$ cat config.mk
export PLATFORM = sky130hd
export DESIGN_NAME = imm_exec_unit
export DESIGN_NICKNAME = d
export VERILOG_FILES = /design/src/rtl/imm_exec_pkg.sv /design/src/rtl/imm_operand_ext.sv /design/src/rtl/imm_signed_adder.sv /design/src/rtl/imm_issue_ctrl.sv /design/src/rtl/imm_exec_unit.sv
export SDC_FILE = /design/constraint.sdc
export NUM_CORES = 1
export LEC_CHECK = 0
export ABC_AREA = 1
export BUFFER_PORTS_ARGS = -buffer_cell sky130_fd_sc_hd__buf_4
export CORE_MARGIN = 2
export CORE_UTILIZATION = 35
export DETAILED_ROUTE_END_ITERATION = 8
export MAX_ROUTING_LAYER = met4
export PLACE_DENSITY_LB_ADDON = 0.2
export SYNTH_ARGS = -nofsm -noshare
export SYNTH_HDL_FRONTEND = slang
export SYNTH_SLANG_ARGS = --single-unit
export TNS_END_PERCENT = 1
$ cat constraint.sdc
create_clock -name vclk -period 2.6
set_input_delay 0.13 -clock vclk [all_inputs]
set_output_delay 0.13 -clock vclk [all_outputs]
set_load 0.03 [all_outputs]
$ cat src/rtl/imm_exec_pkg.sv
package imm_exec_pkg;

   typedef enum logic [2:0] {
      OP_ADD32_TRAP = 3'd0,
      OP_ADD32_WRAP = 3'd1,
      OP_AND_ZIMM   = 3'd2,
      OP_LOAD_UPPER = 3'd3,
      OP_ADD64_TRAP = 3'd4,
      OP_ADD64_WRAP = 3'd5
   } imm_op_e;

   typedef enum logic [2:0] {
      SEL_NONE   = 3'd0,
      SEL_NARROW = 3'd1,
      SEL_WIDE   = 3'd2,
      SEL_AND    = 3'd3,
      SEL_UPPER  = 3'd4
   } res_sel_e;

   function automatic logic is_wide_add(input logic [2:0] op);
      return (op == OP_ADD64_TRAP) || (op == OP_ADD64_WRAP);
   endfunction

endpackage

$ cat src/rtl/imm_operand_ext.sv
module imm_operand_ext #(
   parameter int IMM_W = 16,
   parameter int OUT_W = 64,
   parameter int UP_W  = 32
) (
   input  logic [IMM_W-1:0] imm_i,
   output logic [OUT_W-1:0] sext_o,
   output logic [OUT_W-1:0] zext_o,
   output logic [OUT_W-1:0] upper_o
);
   localparam int SHIFT = UP_W - IMM_W;
   localparam int SEXT_PAD = OUT_W - IMM_W;
   localparam int UP_PAD = OUT_W - UP_W;

   if (UP_W < IMM_W || OUT_W < UP_W) begin : g_bad_width
      $error("imm_operand_ext: widths must satisfy IMM_W <= UP_W <= OUT_W");
   end

   logic [UP_W-1:0] upper_narrow;

   always_comb begin
      sext_o = {{SEXT_PAD{imm_i[IMM_W-1]}}, imm_i};
      zext_o = {{SEXT_PAD{1'b0}}, imm_i};
      upper_narrow = {imm_i, {SHIFT{1'b0}}};
   end

   if (UP_PAD > 0) begin : g_up_pad
      assign upper_o = {{UP_PAD{upper_narrow[UP_W-1]}}, upper_narrow};
   end else begin : g_up_flat
      assign upper_o = upper_narrow;
   end
endmodule

$ cat src/rtl/imm_signed_adder.sv
module imm_signed_adder #(
   parameter int W = 32,
   parameter bit CARRY_OVF = 1'b0
) (
   input  logic [W-1:0] a_i,
   input  logic [W-1:0] b_i,
   output logic [W-1:0] sum_o,
   output logic         ovf_o
);
   if (W < 2) begin : g_bad_width
      $error("imm_signed_adder: W must be at least 2");
   end

   if (CARRY_OVF) begin : g_carry
      logic [W-1:0] low_sum;
      logic         c_out;
      assign low_sum = {1'b0, a_i[W-2:0]} + {1'b0, b_i[W-2:0]};
      assign {c_out, sum_o} = {1'b0, a_i} + {1'b0, b_i};
      assign ovf_o = low_sum[W-1] ^ c_out;
   end else begin : g_sign
      assign sum_o = a_i + b_i;
      assign ovf_o = (a_i[W-1] == b_i[W-1]) && (sum_o[W-1] != a_i[W-1]);
   end
endmodule

$ cat src/rtl/imm_issue_ctrl.sv
module imm_issue_ctrl
   import imm_exec_pkg::*;
(
   input  logic [2:0] op_i,
   input  logic       mode32_i,
   input  logic       kernel_i,
   input  logic       ovf_narrow_i,
   input  logic       ovf_wide_i,
   output res_sel_e   sel_o,
   output logic       wr_en_o,
   output logic       exc_ovf_o,
   output logic       exc_ill_o
);
   logic wide_blocked;

   always_comb begin
      wide_blocked = is_wide_add(op_i) && mode32_i && !kernel_i;
      sel_o     = SEL_NONE;
      wr_en_o   = 1'b0;
      exc_ovf_o = 1'b0;
      exc_ill_o = 1'b0;
      case (op_i)
         OP_ADD32_TRAP: begin
            sel_o = SEL_NARROW;
            if (ovf_narrow_i) exc_ovf_o = 1'b1;
            else              wr_en_o   = 1'b1;
         end
         OP_ADD32_WRAP: begin
            sel_o   = SEL_NARROW;
            wr_en_o = 1'b1;
         end
         OP_AND_ZIMM: begin
            sel_o   = SEL_AND;
            wr_en_o = 1'b1;
         end
         OP_LOAD_UPPER: begin
            sel_o   = SEL_UPPER;
            wr_en_o = 1'b1;
         end
         OP_ADD64_TRAP: begin
            sel_o = SEL_WIDE;
            if (wide_blocked)    exc_ill_o = 1'b1;
            else if (ovf_wide_i) exc_ovf_o = 1'b1;
            else                 wr_en_o   = 1'b1;
         end
         OP_ADD64_WRAP: begin
            sel_o = SEL_WIDE;
            if (wide_blocked) exc_ill_o = 1'b1;
            else              wr_en_o   = 1'b1;
         end
         default: begin
            sel_o = SEL_NONE;
         end
      endcase
   end
endmodule

$ cat src/rtl/imm_exec_unit.sv
module imm_exec_unit
   import imm_exec_pkg::*;
#(
   parameter int XLEN      = 64,
   parameter int NARROW_W  = 32,
   parameter int IMM_W     = 16,
   parameter bit CARRY_OVF = 1'b0
) (
   input  logic [2:0]      op_i,
   input  logic [XLEN-1:0] rs_i,
   input  logic [IMM_W-1:0] imm_i,
   input  logic            mode32_i,
   input  logic            kernel_i,
   output logic [XLEN-1:0] result_o,
   output logic            wr_en_o,
   output logic            exc_ovf_o,
   output logic            exc_ill_o
);
   localparam int PAD_W = XLEN - NARROW_W;

   if (NARROW_W < IMM_W || XLEN <= NARROW_W) begin : g_bad_cfg
      $error("imm_exec_unit: need IMM_W <= NARROW_W < XLEN");
   end

   logic [XLEN-1:0]     imm_sext, imm_zext, imm_upper;
   logic [NARROW_W-1:0] sum_narrow;
   logic [XLEN-1:0]     sum_wide;
   logic                ovf_narrow, ovf_wide;
   res_sel_e            sel;

   imm_operand_ext #(.IMM_W(IMM_W), .OUT_W(XLEN), .UP_W(NARROW_W)) u_ext (
      .imm_i  (imm_i),
      .sext_o (imm_sext),
      .zext_o (imm_zext),
      .upper_o(imm_upper)
   );

   imm_signed_adder #(.W(NARROW_W), .CARRY_OVF(CARRY_OVF)) u_add_narrow (
      .a_i  (rs_i[NARROW_W-1:0]),
      .b_i  (imm_sext[NARROW_W-1:0]),
      .sum_o(sum_narrow),
      .ovf_o(ovf_narrow)
   );

   imm_signed_adder #(.W(XLEN), .CARRY_OVF(CARRY_OVF)) u_add_wide (
      .a_i  (rs_i),
      .b_i  (imm_sext),
      .sum_o(sum_wide),
      .ovf_o(ovf_wide)
   );

   imm_issue_ctrl u_ctrl (
      .op_i        (op_i),
      .mode32_i    (mode32_i),
      .kernel_i    (kernel_i),
      .ovf_narrow_i(ovf_narrow),
      .ovf_wide_i  (ovf_wide),
      .sel_o       (sel),
      .wr_en_o     (wr_en_o),
      .exc_ovf_o   (exc_ovf_o),
      .exc_ill_o   (exc_ill_o)
   );

   always_comb begin
      case (sel)
         SEL_NARROW: result_o = {{PAD_W{sum_narrow[NARROW_W-1]}}, sum_narrow};
         SEL_WIDE:   result_o = sum_wide;
         SEL_AND:    result_o = rs_i & imm_zext;
         SEL_UPPER:  result_o = imm_upper;
         default:    result_o = '0;
      endcase
   end

   always_comb begin
      AST_ONE_EXCEPTION: assert ($onehot0({exc_ovf_o, exc_ill_o}))
         else $error("two exception flags at once");
      AST_WRITE_SUPPRESSED: assert (!(wr_en_o && (exc_ovf_o || exc_ill_o)))
         else $error("write while an exception is raised");
      AST_WRAP_NO_OVERFLOW: assert (!(op_i == OP_ADD32_WRAP && exc_ovf_o))
         else $error("wrapping add raised overflow");
      AST_ILLEGAL_ONLY_USER32: assert (!exc_ill_o || (is_wide_add(op_i) && mode32_i && !kernel_i))
         else $error("illegal flag outside user 32-bit mode");
      AST_NARROW_OVF_SIGNS: assert (!(op_i == OP_ADD32_TRAP && exc_ovf_o)
                                    || (rs_i[NARROW_W-1] == imm_i[IMM_W-1]))
         else $error("overflow with addends of opposite sign");
      AST_LOGIC_NO_EXC: assert (!((op_i == OP_AND_ZIMM || op_i == OP_LOAD_UPPER)
                                  && (exc_ovf_o || exc_ill_o || !wr_en_o)))
         else $error("logical operation did not write cleanly");
      AST_UNUSED_IDLE: assert (!(op_i[2:1] == 2'b11 && (wr_en_o || exc_ovf_o || exc_ill_o)))
         else $error("unused opcode had an effect");
   end
endmodule

==> impl_metrics.csv, run 1 <==
group,metric,value,unit
outcome,status,"finished clean",
setup_path,cp-start-kind,"primary input",
setup_path,arrival,2.37,ns
timing,rsz0062_at_grt,"yes",
setup_path,path_max_fanout,13,
setup_path,crit_type,"primary input to output port",
layout,seq_area,0,um2
hold_path,hold_depth,3,
floorplanning,ios,152,
route,totalWireLength,27600,um
yosys,synth.cell_area,6280,um2
floorplanning,die-area,19000,um2
floorplanning,die_w,138,um
yosys,syn_area_per_cell,4.88,um2
route,vias,8582,
placement,portBuffers,152,
global_route,grt_start_max_net_pins,33,
hold_path,worstHoldPathType,"primary input to output port",
timing,hold_violations,0,
flow_run,maxCapViolCount,0,
timing,fin_crit_sh,0.962,
layout,seq_cell_count,0,
yosys,yosysMostFrequentCell,"nand2_1",
yosys,syn_inst,1287,
global_route,antenna_found_initial,0,
timing,setup_tns,0,ns
floorplanning,coreArea,17400,um2
power_and_ir_drop,powerDensity,276,nW/um2
layout,fin_nets,1629,
timing,slew_headroom,0.453,
timing,max_slew.worst_pin.slew,0.819,ns
global_route,grt_pass1_vias,7774,
route,routedWlPerCell,16.2,um
timing,report.final.slew_viol_count,0,
timing,fin_crit,2.50,ns
setup_path,end_kind,"output port",
layout,antenna_cells,0,
layout,drive_above_1_share,0.214,
power_and_ir_drop,total_power,0.00229,W
layout,multiInputGateArea,5600,um2
timing,max_freq,0.400,GHz
yosys,yosys_warnings,0,
route,first_pass_iters,5,
route,drt_iter0_markers,553,
global_route,track_usage,0.281,
floorplanning,num_rows,48,
yosys,seq_area_frac_synth,0,
placement,dp_hpwl,23400,um
yosys,synth.top_cell.area_share,0.280,
power_and_ir_drop,leakagePower,4.73,nW
route,drtAntennaViolNets,0,
yosys,ys_types,38,
route,drc,0,
setup_path,critical_path_required,2.47,ns
route,vias_per_cell,5.04,
yosys,synth_nets,1436,
floorplanning,start_util,0.361,
global_route,grt_pass1_wl,39900,um
yosys,yosysTopAreaCell,"nand2_1",
placement,gp_congestion,0.993,
power_and_ir_drop,irDropWorstVdd,0.133,mV
layout,syn2layout_area_growth,32.3,%
global_route,grt_overflow,0,
floorplanning,die_h,138,um
timing,finalSetupViolations,0,
yosys,yosys-top-cells-count,"nand2_1 (468), inv_1 (240), nor2_1 (128), nand3_1 (92), a21oi_1 (69)",
layout,n_clock_buffer,0,
yosys,yosys-top-cells-area,"nand2_1 (28%), inv_1 (14%), ha_1 (13%)",
layout,num-fill-cells,2023,
layout by cell type (no fill, tap or decap), drive strengths merged:
master and instances:
ha 63, and2 2, fa 1, nand2 514, buf 197, o22ai 10
a21o 2, inv 243, nand3b 11, nor2 132, xnor2 25, xor2 2
a21boi 3, o21ai 47, nor3 18, nand4 21, o21a 1, a21oi 72
o21bai 15, nor4 2, and3 1, clkbuf 1, or2 2, nand3 93
logic make-up after synthesis:
| kind of cell | after synthesis | share of synthesized area |
|---|---|---|
| and+or+nand+nor | 793 | 0.541 |
| buffers and inverters | 253 | 0.161 |
| AOI/OAI and AO/OA | 150 | 0.132 |
| adders and majority gates | 64 | 0.129 |
| xor gates and xnor gates | 27 | 0.0376 |
report_power, final:
| part | switching, W | internal (W) | total, W | leakage, nW |
|---|---|---|---|---|
| Clock | 0 | 0 | 0 | 0 |
| Sequential | 0 | 0 | 0 | 0 |
| Combinational | 0.00145 | 0.000837 | 0.00229 | 4.73 |
| Total | 0.00145 | 0.000837 | 0.00229 | 4.73 |
worst paths after layout:
| kind | start | to | slack [ns] |
|---|---|---|---|
| min | kernel_i | exc_ill_o | 0.54 |
| max | imm_i[15] | result_o[21] | 0.1 |
through the flow:
stage          cells  hold WS, ns  worst slack [ns]   util  instance area [um2]
2_1_floorplan   1287        0.375             0.204      -                 6280
3_3_place_gp    1697        0.537           -0.0254  0.456                 7940
3_5_place_dp    1697        0.536           -0.0649  0.456                 7940
4_1_cts         1697        0.537            0.0315  0.456                 7940
5_1_grt         1703        0.553           -0.0335  0.477                 8310
6_report        1703        0.537            0.0982  0.477                 8310
final cells by class:
| type | instances | share of cell area |
|---|---|---|
| repair buffers | 198 | 0.182 |
| inverters | 243 | 0.110 |
| multi-input cells | 1037 | 0.674 |
| well taps | 225 | 0.0339 |
critical path: stages:
cell and delay, ns:
buf_4 0.16, buf_12 0.16, ha_2 0.31, nand2_2 0.14, inv_1 0.05, a21oi_1 0.23
o21ai_1 0.17, nand3b_1 0.28, buf_4 0.19, xnor2_1 0.24, o21ai_0 0.12, buf_4 0.18
per-layer routing:
metal | vias to the layer above | GRT usage | routed length [um]
li1 | 4424 | - | -
met1 | 3863 | 0.395 | 13300
met2 | 259 | 0.435 | 12000
met3 | 36 | 0.0238 | 1750
met4 | 0 | 0.0652 | 561
met5 | - | - | 0
what timing repair did:
| item | in CTS | in global routing |
|---|---|---|
| setup buffers | 0 | 2 |
| setup endpoints to repair | 2 | 39 |
| pin swaps | 0 | 4 |
| hold endpoints to repair | 0 | 0 |
| gates cloned | 0 | 4 |
| gates resized for setup | 1 | 74 |
| hold buffers | 0 | 0 |
Note: power is estimated with default switching activity, not from simulation.
==> run 2, diff against run 1 <==
--- a/config.mk
+++ b/config.mk
@@ -7,8 +7,7 @@
 export LEC_CHECK = 0
 export ABC_AREA = 1
 export BUFFER_PORTS_ARGS = -buffer_cell sky130_fd_sc_hd__buf_4
-export CORE_MARGIN = 2
-export CORE_UTILIZATION = 35
+export CORE_UTILIZATION = 50
 export DETAILED_ROUTE_END_ITERATION = 8
 export MAX_ROUTING_LAYER = met4
 export PLACE_DENSITY_LB_ADDON = 0.2
==> impl_metrics.csv, run 2 (same netlist as run 1, synthesis figures left out) <==
group,metric,value,unit
outcome,status,"finished clean",
route,vias_per_cell,5.26,
floorplanning,start_util,0.519,
global_route,grt_pass1_wl,38100,um
layout,utilization,0.658,
layout,seq_area,0,um2
layout,num-fill-cells,1312,
floorplanning,die_w,114,um
hold_path,min_to,"exc_ill_o",
power_and_ir_drop,p_clk_frac,0,
layout,multiInputGateArea,5370,um2
placement,gp_congestion,1.03,
global_route,grt_start_max_net_pins,34,
floorplanning,num_rows,40,
flow_run,maxCapViolCount,0,
power_and_ir_drop,leakagePower,4.71,nW
timing,rsz0062_at_grt,"yes",
global_route,antenna_found_initial,0,
setup_path,arrival,2.32,ns
placement,portBuffers,152,
layout,final_cell_mix,"nand2_1 (466), inv_1 (240), buf_4 (194)",
timing,max_slew.worst_pin.slew,0.471,ns
layout,mostFrequentLayoutCell,"nand2_1",
floorplanning,die_h,114,um
timing,timing.hold.ws,0.538,ns
timing,fin_crit,2.45,ns
layout,drive_above_1_share,0.186,
hold_path,worstHoldStart,"kernel_i",
floorplanning,coreArea,12100,um2
timing,setup_tns,0,ns
timing,fin_crit_sh,0.944,
power_and_ir_drop,power.share.sequential,0,
timing,max_freq,0.408,GHz
route,drt_iter0_markers,718,
power_and_ir_drop,powerDensity,274,nW/um2
layout,n_clock_buffer,0,
timing,report.final.slew_viol_count,0,
route,first_pass_iters,6,
floorplanning,ios,152,
layout,syn2layout_area_growth,26.8,%
global_route,grt_pass1_vias,7704,
layout,antenna_cells,0,
hold_path,worstHoldPathType,"primary input to output port",
hold_path,hold_depth,3,
global_route,grt_overflow,0,
layout,seq_cell_count,0,
power_and_ir_drop,power_frac_comb,1.000,
layout,fin_area,7970,um2
route,drc,0,
power_and_ir_drop,p_switching,0.00139,W
timing,slew_headroom,0.683,
clocking,ctsHoldBuffers,0,
route,routedWlPerCell,15.0,um
route,vias,8631,
placement,dp_hpwl,21500,um
global_route,track_usage,0.384,
route,drtAntennaViolNets,0,
floorplanning,die-area,13000,um2
route,totalWireLength,24500,um
setup_path,critical_path_required,2.47,ns
setup_path,cp-start-kind,"primary input",
timing,hold_violations,0,
setup_path,crit_type,"primary input to output port",
placement,place_area,7860,um2
power_and_ir_drop,swShare,0.636,
layout,fin_nets,1623,
clocking,cts_setup_buffers,0,
setup_path,end_kind,"output port",
power_and_ir_drop,p_int,0.000793,W
timing,finalSetupViolations,0,
setup_path,path_max_fanout,33,
power_and_ir_drop,irDropWorstVdd,0.177,mV
-- run 2: cell count changes in the layout (fill, tap and decap cells not counted), moves of 6 or more --
cell	previous run	this run
ha_1	43	59
nand2_1	459	466
nor2_1	113	120
nand2_2	48	41
ha_2	13	3
ha_4	7	1
-- run 2: area by class of cell --
type	count	area share
tap	168	0.0264
timing repair buffer	195	0.185
inverter	243	0.114
multi-input combinational	1034	0.674
-- run 2: worst max path at each step --
stage / startpoint / endpoint / slack (ns) / cells after the start
2_1_floorplan: rs_i[0] / result_o[28] / 0.20 / 14
3_3_place_gp: imm_i[15] / wr_en_o / -0.14 / 15
3_5_place_dp: imm_i[15] / wr_en_o / -0.1 / 15
4_1_cts: imm_i[15] / result_o[62] / 0.007 / 14
5_1_grt: imm_i[0] / result_o[60] / -0.04 / 18
6_report: imm_i[15] / result_o[48] / 0.15 / 15
-- run 2: timing repair --
action                                 in CTS  in global routing
pin swaps                                   0                  0
setup endpoints to repair                   3                 38
endpoints found under the hold margin       0                  0
resized for setup                           1                 28
cloned                                      0                  0
-- run 2: per-layer routing --
| metal | GRT usage | vias up | part of all wire |
|---|---|---|---|
| li1 | - | 4415 | - |
| met1 | 0.523 | 3815 | 0.45 |
| met4 | 0.0779 | 0 | 0.020 |
| met3 | 0.0498 | 41 | 0.10 |
| met2 | 0.608 | 360 | 0.43 |
| met5 | - | - | 0 |
-- run 2: worst max-delay path: stages --
cell     delay (ns)
buf_8          0.21
ha_1           0.34
nand2_1        0.16
inv_1          0.07
a21oi_2        0.17
nand2_1        0.12
nand2_1        0.08
nand2_1        0.04
a21oi_1        0.17
nand2_1        0.09
nand3_2        0.08
nand2_4        0.07
nand2_8        0.25
nand2_1        0.10
buf_4          0.17
-- run 2: power by group through the flow --
stage	clock (W)	sequential [W]	combinational, W
finish	0	0	0.00218
global route	0	0	0.00237
CTS	0	0	0.00212
detailed placement	0	0	0.00211
global placement	0	0	0.00210
floorplan	0	0	0.00138
-- run 2: through the flow --
| stage | setup slack (ns) | total power (W) | std cells |
|---|---|---|---|
| 2_1_floorplan | 0.204 | 0.00138 | 1287 |
| 3_3_place_gp | -0.140 | 0.00210 | 1640 |
| 3_5_place_dp | -0.100 | 0.00211 | 1640 |
| 4_1_cts | 0.00708 | 0.00212 | 1640 |
| 5_1_grt | -0.0423 | 0.00237 | 1640 |
| 6_report | 0.146 | 0.00218 | 1640 |
